**src/rtl/acf_pkg.sv**
```systemverilog
package acf_pkg;
  localparam int unsigned BYTE_W = 8;
  localparam int unsigned HDR_N  = 2;

  typedef enum logic [1:0] {
    ST_HDR,
    ST_EMIT,
    ST_BODY,
    ST_DROP
  } acf_state_e;
endpackage

```
**src/rtl/acf_hold_buf.sv**
```systemverilog
module acf_hold_buf #(
  parameter int unsigned W = 8,
  parameter int unsigned N = 2,
  localparam int unsigned IDX_W = (N > 1) ? $clog2(N) : 1
) (
  input  logic             clk,
  input  logic             rst_n,
  input  logic             wr_en,
  input  logic [IDX_W-1:0] wr_idx,
  input  logic [W-1:0]     wr_data,
  output logic [N*W-1:0]   q
);
  for (genvar i = 0; i < N; i++) begin : g_slot
    always_ff @(posedge clk or negedge rst_n) begin
      if (!rst_n) q[i*W +: W] <= '0;
      else if (wr_en && wr_idx == IDX_W'(i)) q[i*W +: W] <= wr_data;
    end
  end
endmodule

```
**src/rtl/acf_hdr_cmp.sv**
```systemverilog
module acf_hdr_cmp #(
  parameter int unsigned W = 8,
  parameter int unsigned N = 2,
  parameter logic [N*W-1:0] EXP = '1,
  localparam int unsigned IDX_W = (N > 1) ? $clog2(N) : 1
) (
  input  logic [N*W-1:0]   held,
  input  logic [IDX_W-1:0] cur_idx,
  input  logic [W-1:0]     cur_data,
  output logic             match
);
  logic [N-1:0] eq;
  for (genvar i = 0; i < N; i++) begin : g_byte
    logic [W-1:0] cand;
    assign cand  = (cur_idx == IDX_W'(i)) ? cur_data : held[i*W +: W];
    assign eq[i] = (cand == EXP[i*W +: W]);
  end
  assign match = &eq;
endmodule

```
**src/rtl/acf_filter.sv**
```systemverilog
module acf_filter
  import acf_pkg::*;
#(
  parameter logic [BYTE_W-1:0] ADDR_VAL = 8'hFF,
  parameter logic [BYTE_W-1:0] CTRL_VAL = 8'h03
) (
  input  logic              clk,
  input  logic              rst_n,
  input  logic              in_valid,
  output logic              in_ready,
  input  logic [BYTE_W-1:0] in_data,
  input  logic              in_sof,
  input  logic              in_eof,
  output logic              out_valid,
  input  logic              out_ready,
  output logic [BYTE_W-1:0] out_data,
  output logic              out_sof,
  output logic              out_eof,
  input  logic              chk_en,
  input  logic              pass_en,
  input  logic              irq_mask,
  output logic              drop_irq
);
  localparam int unsigned IDX_W = (HDR_N > 1) ? $clog2(HDR_N) : 1;
  localparam logic [HDR_N*BYTE_W-1:0] HDR_EXP = {CTRL_VAL, ADDR_VAL};
  localparam logic [IDX_W-1:0] LAST_IDX = IDX_W'(HDR_N - 1);

  acf_state_e state;
  logic [IDX_W-1:0] hdr_cnt, emit_idx, emit_end;
  logic emit_eof, first_body;
  logic [HDR_N*BYTE_W-1:0] hold_q;
  logic cmp_match, hdr_take, hdr_final, short_frm, mismatch, drop_now;
  logic hs_in, hs_out;

  acf_hold_buf #(.W(BYTE_W), .N(HDR_N)) u_hold (
    .clk(clk), .rst_n(rst_n), .wr_en(hdr_take), .wr_idx(hdr_cnt),
    .wr_data(in_data), .q(hold_q)
  );

  acf_hdr_cmp #(.W(BYTE_W), .N(HDR_N), .EXP(HDR_EXP)) u_cmp (
    .held(hold_q), .cur_idx(hdr_cnt), .cur_data(in_data), .match(cmp_match)
  );

  assign hdr_take  = (state == ST_HDR) && in_valid;
  assign short_frm = in_eof && (hdr_cnt != LAST_IDX);
  assign hdr_final = hdr_take && ((hdr_cnt == LAST_IDX) || in_eof);
  assign mismatch  = chk_en && (short_frm || !cmp_match);
  assign drop_now  = hdr_final && mismatch;
  assign hs_in     = in_valid && in_ready;
  assign hs_out    = out_valid && out_ready;

  always_comb begin
    in_ready  = 1'b1;
    out_valid = 1'b0;
    out_data  = '0;
    out_sof   = 1'b0;
    out_eof   = 1'b0;
    unique case (state)
      ST_EMIT: begin
        in_ready  = 1'b0;
        out_valid = 1'b1;
        out_data  = hold_q[emit_idx*BYTE_W +: BYTE_W];
        out_sof   = (emit_idx == '0);
        out_eof   = emit_eof && (emit_idx == emit_end);
      end
      ST_BODY: begin
        in_ready  = out_ready;
        out_valid = in_valid;
        out_data  = in_data;
        out_sof   = first_body;
        out_eof   = in_eof;
      end
      default: ;
    endcase
  end

  always_ff @(posedge clk or negedge rst_n) begin
    if (!rst_n) begin
      state      <= ST_HDR;
      hdr_cnt    <= '0;
      emit_idx   <= '0;
      emit_end   <= '0;
      emit_eof   <= 1'b0;
      first_body <= 1'b0;
      drop_irq   <= 1'b0;
    end else begin
      drop_irq <= drop_now && !irq_mask;
      unique case (state)
        ST_HDR: if (hdr_take) begin
          if (!hdr_final) begin
            hdr_cnt <= hdr_cnt + 1'b1;
          end else begin
            hdr_cnt <= '0;
            if (mismatch) begin
              state <= in_eof ? ST_HDR : ST_DROP;
            end else if (pass_en) begin
              state    <= ST_EMIT;
              emit_idx <= '0;
              emit_end <= hdr_cnt;
              emit_eof <= in_eof;
            end else if (!in_eof) begin
              state      <= ST_BODY;
              first_body <= 1'b1;
            end
          end
        end
        ST_EMIT: if (hs_out) begin
          if (emit_idx == emit_end) begin
            emit_idx   <= '0;
            first_body <= 1'b0;
            state      <= emit_eof ? ST_HDR : ST_BODY;
          end else begin
            emit_idx <= emit_idx + 1'b1;
          end
        end
        ST_BODY: if (hs_out) begin
          first_body <= 1'b0;
          if (in_eof) state <= ST_HDR;
        end
        ST_DROP: if (hs_in && in_eof) state <= ST_HDR;
        default: state <= ST_HDR;
      endcase
    end
  end

  AST_OUT_HOLD: assert property (@(posedge clk) disable iff (!rst_n)
    out_valid && !out_ready |=> out_valid && $stable(out_data) && $stable(out_eof));
  AST_SOF_FIRST: assert property (@(posedge clk) disable iff (!rst_n)
    hs_in && state == ST_HDR && hdr_cnt == '0 |-> in_sof);
  AST_IRQ_CAUSE: assert property (@(posedge clk) disable iff (!rst_n)
    drop_irq |-> $past(drop_now && !irq_mask));
  AST_DROP_QUIET: assert property (@(posedge clk) disable iff (!rst_n)
    $past(drop_now) |-> !out_valid);
  AST_HOLD_STEADY: assert property (@(posedge clk) disable iff (!rst_n)
    state == ST_EMIT |=> $stable(hold_q));
endmodule

```
**config.mk**
```make
export PLATFORM = sky130hd
export DESIGN_NAME = acf_filter
export DESIGN_NICKNAME = d
export VERILOG_FILES = /design/src/rtl/acf_pkg.sv /design/src/rtl/acf_hold_buf.sv /design/src/rtl/acf_hdr_cmp.sv /design/src/rtl/acf_filter.sv
export SDC_FILE = /design/constraint.sdc
export NUM_CORES = 1
export LEC_CHECK = 0
export BUFFER_PORTS_ARGS = -buffer_cell sky130_fd_sc_hd__buf_2
export CAP_MARGIN = 0
export CORE_MARGIN = 2
export CORE_UTILIZATION = 40
export CTS_CLUSTER_SIZE = 30
export DETAILED_ROUTE_END_ITERATION = 12
export SETUP_SLACK_MARGIN = 0.02
export SKIP_LAST_GASP = 1
export SYNTH_ARGS = -nofsm -noshare
export SYNTH_HDL_FRONTEND = slang
export SYNTH_HIERARCHICAL = 1
export SYNTH_SLANG_ARGS = --single-unit
```
**constraint.sdc**
```tcl
create_clock -name clk -period 2.75 [get_ports clk]
set_input_delay 0.825 -clock clk [delete_from_list [all_inputs] [get_ports clk]]
set_output_delay 0.825 -clock clk [all_outputs]
set_load 0.005 [all_outputs]
```
==> flow_summary_export.csv <==
group,metric,value,unit
cells_and_area,layout-drive-gt1-share,36.9,%
synthesis,synth-seq-cells,24,
worst_setup_path,crit_path_cell_trace,"inv_1 > ha_2 > a22oi_1 > nor2b_1 > buf_2",
placement,preCtsSetupSlack,0.147,ns
worst_setup_path,arrival,1.68,ns
worst_setup_path,worstSetupStartpointType,"flop",
floorplan,coreArea,0.00406,mm^2
worst_setup_path,endpoint_kind,"primary output",
synthesis,synthArstFlopShare,100,%
synthesis,synth_cell_type_count,41,
synthesis,synth_top_area_share,35.1,%
clock_tree,clkLatencyLatePin,0.28,ns
sta,fin_setup_tns,0,ns
worst_setup_path,r2r-end,"first_body$_DFFE_PN0P_",
worst_setup_path,path_class,"flop to primary output",
global_route,grt_max_degree,25,
worst_setup_path,crit_cells,5,
clock_tree,cts_setup_buffers,0,
clock_tree,cts.sinks,24,
worst_setup_path,crit_buf_inv,2,
sta,whs,0.530,ns
clock_tree,h-tree-depth,1,
synthesis,synth.yosys.seq_area_share,35.1,%
cells_and_area,areaGrowthSynthToFinish,13.8,%
route,drt_iter0_markers,69,
synthesis,syn_area_per_cell,10.5,um^2
clock_tree,cts_tree,"yes",
global_route,grt-ovfl-total,0,
cells_and_area,num_antenna_cells,0,
worst_setup_path,reg2reg_from,"u_hold/q[11]$_DFFE_PN0P_",
synthesis,syn-num-nets,187,
worst_hold_path,hp-class,"input pin to asynchronous set/reset pin",
sta,worst_pin_slew,0.572,ns
sta,grt_setup_unrepaired,"false",
synthesis,netlist_area,0.00171,mm^2
worst_setup_path,required,1.93,ns
worst_setup_path,path_delay_family,"flip-flops",
synthesis,synth_top_area_cell,"dfrtp_1",
floorplan,start_util,42.1,%
run_status,status,"finished clean",
pwr,ir_worst_vdd,0.801,mV
placement,gp_congestion,0.813,
pwr,p_leak,0.866,nW
route,antenna_left,0,
sta,clock_skew,0.00385,ns
floorplan,io_pins,30,
route,remaining_drc_errors,0,
sta,max-slew-margin-rel,61.8,%
clock_tree,cts_max_path_buffers,2,
route,wirelength,3.84,mm
cells_and_area,nets,212,
global_route,antenna_found_initial,0,
synthesis,syn_inst,163,
worst_setup_path,reg2reg_slack,0.53,ns
flow_run,cap_violations,0,
global_route,grt_pass1_vias,1323,
floorplan,die_h,69.4,um
clock_tree,clkTransAtPathRegs,0.10,ns
worst_setup_path,critPathMaxFanout,17,
floorplan,die_x,69.4,um
sta,drv_slew,0,
placement,dpl.hpwl,2.69,mm
pwr,power_per_cell_area,1070,mW/mm^2
global_route,track_usage,16.5,%
route,num_vias,1297,
clock_tree,cts-buffers-inserted,3,
sta,finalHoldViolCount,0,
placement,numPortBuffers,28,
global_route,grt_pass1_wl,6.49,mm
synthesis,synth-main-ff-cell,"dfrtp_1",
pwr,total_power,2.08,mW
floorplan,row_count,23,
worst_setup_path,max_stage_delay,0.43,ns
synthesis,yosys_warnings,6,
sta,setup_ws,0.241,ns
cells_and_area,fin_util,47.9,%
worst_setup_path,cpMaxStageDelayCell,"dfrtp_1",
sta,fin_crit,2.51,ns
cells_and_area,fillers,388,
sta,min_period_over_period,91.2,%
clock_tree,cts-root-buf,"clkbuf_8",
floorplan,dieArea,0.00481,mm^2
route,wl_per_cell,16.2,um
sta,setup_viol,0,
synthesis,synth_area_leaders,"dfrtp_1 (35%), mux2_2 (11%), mux2_4 (7.9%)",
route,vias_per_cell,5.47,
worst_setup_path,ff2ff_path_depth,7,
sta,fmax,399,MHz
synthesis,synth_edf_count,0,
route,detail_route.first_pass.iterations,4,
[worst reg2reg max path: stages, from the launching register on]
cell and delay, ns:
dfrtp_1 0.41, or4b_1 0.52, nor4_2 0.17, a22o_1 0.25, nor2b_1 0.11, o41ai_1 0.38
nand3b_1 0.13, mux2i_1 0.13
[power breakdown]
part / switching, mW / leakage [nW] / internal (mW)
clock network: 0.131 / 0.0357 / 0.195
logic: 0.503 / 0.539 / 0.592
registers: 0.136 / 0.292 / 0.519
[through the flow]
| step | std cells | area (um^2) |
|---|---|---|
| 2_1_floorplan | 163 | 1710 |
| 3_3_place_gp | 233 | 1870 |
| 3_5_place_dp | 233 | 1870 |
| 4_1_cts | 237 | 1950 |
| 5_1_grt | 237 | 1950 |
| 6_report | 237 | 1950 |
[state kept, by name (all words and copies together), names as in the netlist]
| register | flops |
|---|---|
| hdr_cnt | 1 |
| drop_irq | 1 |
| u_hold/q | 16 |
| emit_idx | 1 |
| first_body | 1 |
| emit_eof | 1 |
| state | 2 |
| emit_end | 1 |
[how the worst max path moves through the flow]
stage	endpoint	startpoint	slack, ns
after floorplan	state[1]$_DFFE_PN0P_	in_data[2]	0.52
after global placement	first_body$_DFFE_PN0P_	in_data[4]	0.13
after detailed placement	first_body$_DFFE_PN0P_	in_data[4]	0.15
after CTS	out_data[5]	state[1]$_DFFE_PN0P_	0.22
after global routing	out_data[1]	state[0]$_DFFE_PN0P_	0.12
final	out_data[5]	state[0]$_DFFE_PN0P_	0.24
[area by class of cell]
cell class / count / area [um^2] / share of cell area, %
clock buffer: 3 / 41.3 / 2.12
sequential: 24 / 601 / 30.9
timing repair buffer: 31 / 163 / 8.36
tap: 50 / 62.6 / 3.22
multi-input combinational: 120 / 1020 / 52.3
inverter: 8 / 30.0 / 1.54
clock inverter: 1 / 30.0 / 1.54
[repair_timing]
action	in CTS	in global routing
gates resized for setup	2	0
setup endpoints to repair	3	0
hold buffers	0	0
[Yosys cell counts (all sizes together), types with 2 or more instances]
cell type and count:
nand4bb 2, nor2b 16, nand3b 3, o21ai 6, ha 7, a32oi 2, buf 7, mux2i 2
nand4b 2, nor2 4, nand4 4, nand2 14, nor3 2, dfrtp 24, mux2 25, a21boi 2
o21a 2, nor4 3, a22oi 9, nand3 2, inv 8, a21oi 2, clkbuf 4
[metal layers]
metal	vias up	routed length (um)	part of all wire [%]	global-route usage [%]
li1	642	-	-	-
met4	0	40	1.0	3.92
met2	25	1970	51	29.1
met3	4	129	3.4	3.78
met5	-	0	0	0
met1	626	1710	44	20.5
[cell families (layout without fill, tap and decap cells)]
kind of cell | after synthesis | in the layout | share of synthesized area, %
muxes | 27 | 27 | 19.6
adders and majority gates | 7 | 7 | 5.12
and+or+nand+nor | 54 | 54 | 19.9
AOI/OAI and AO/OA | 32 | 32 | 14.6
buffers and inverters | 19 | 43 | 5.56
DFF | 24 | 24 | 35.1
[placed cells by master, fill, tap and decap left out, types with 2 or more instances in the layout]
cell | netlist | final
dfrtp_1 | 24 | 24
nand4_1 | 3 | 3
nand2_1 | 13 | 13
mux2_2 | 16 | 16
nand4bb_1 | 2 | 2
nand3b_1 | 3 | 3
nor3_1 | 2 | 2
nand4b_1 | 2 | 2
nor2b_1 | 14 | 14
a32oi_1 | 2 | 2
clkbuf_8 | 0 | 3
buf_2 | 4 | 28
nor2b_4 | 2 | 2
o21ai_0 | 6 | 6
mux2i_1 | 2 | 2
ha_2 | 0 | 2
buf_4 | 1 | 3
o21a_1 | 2 | 2
a21oi_1 | 2 | 2
a21boi_0 | 2 | 2
a22oi_1 | 9 | 9
mux2_4 | 9 | 9
nand3_1 | 2 | 2
inv_1 | 8 | 8
ha_1 | 7 | 5
nor2_1 | 4 | 4
nor4_1 | 2 | 2
Power figures use the tool's default switching activity.
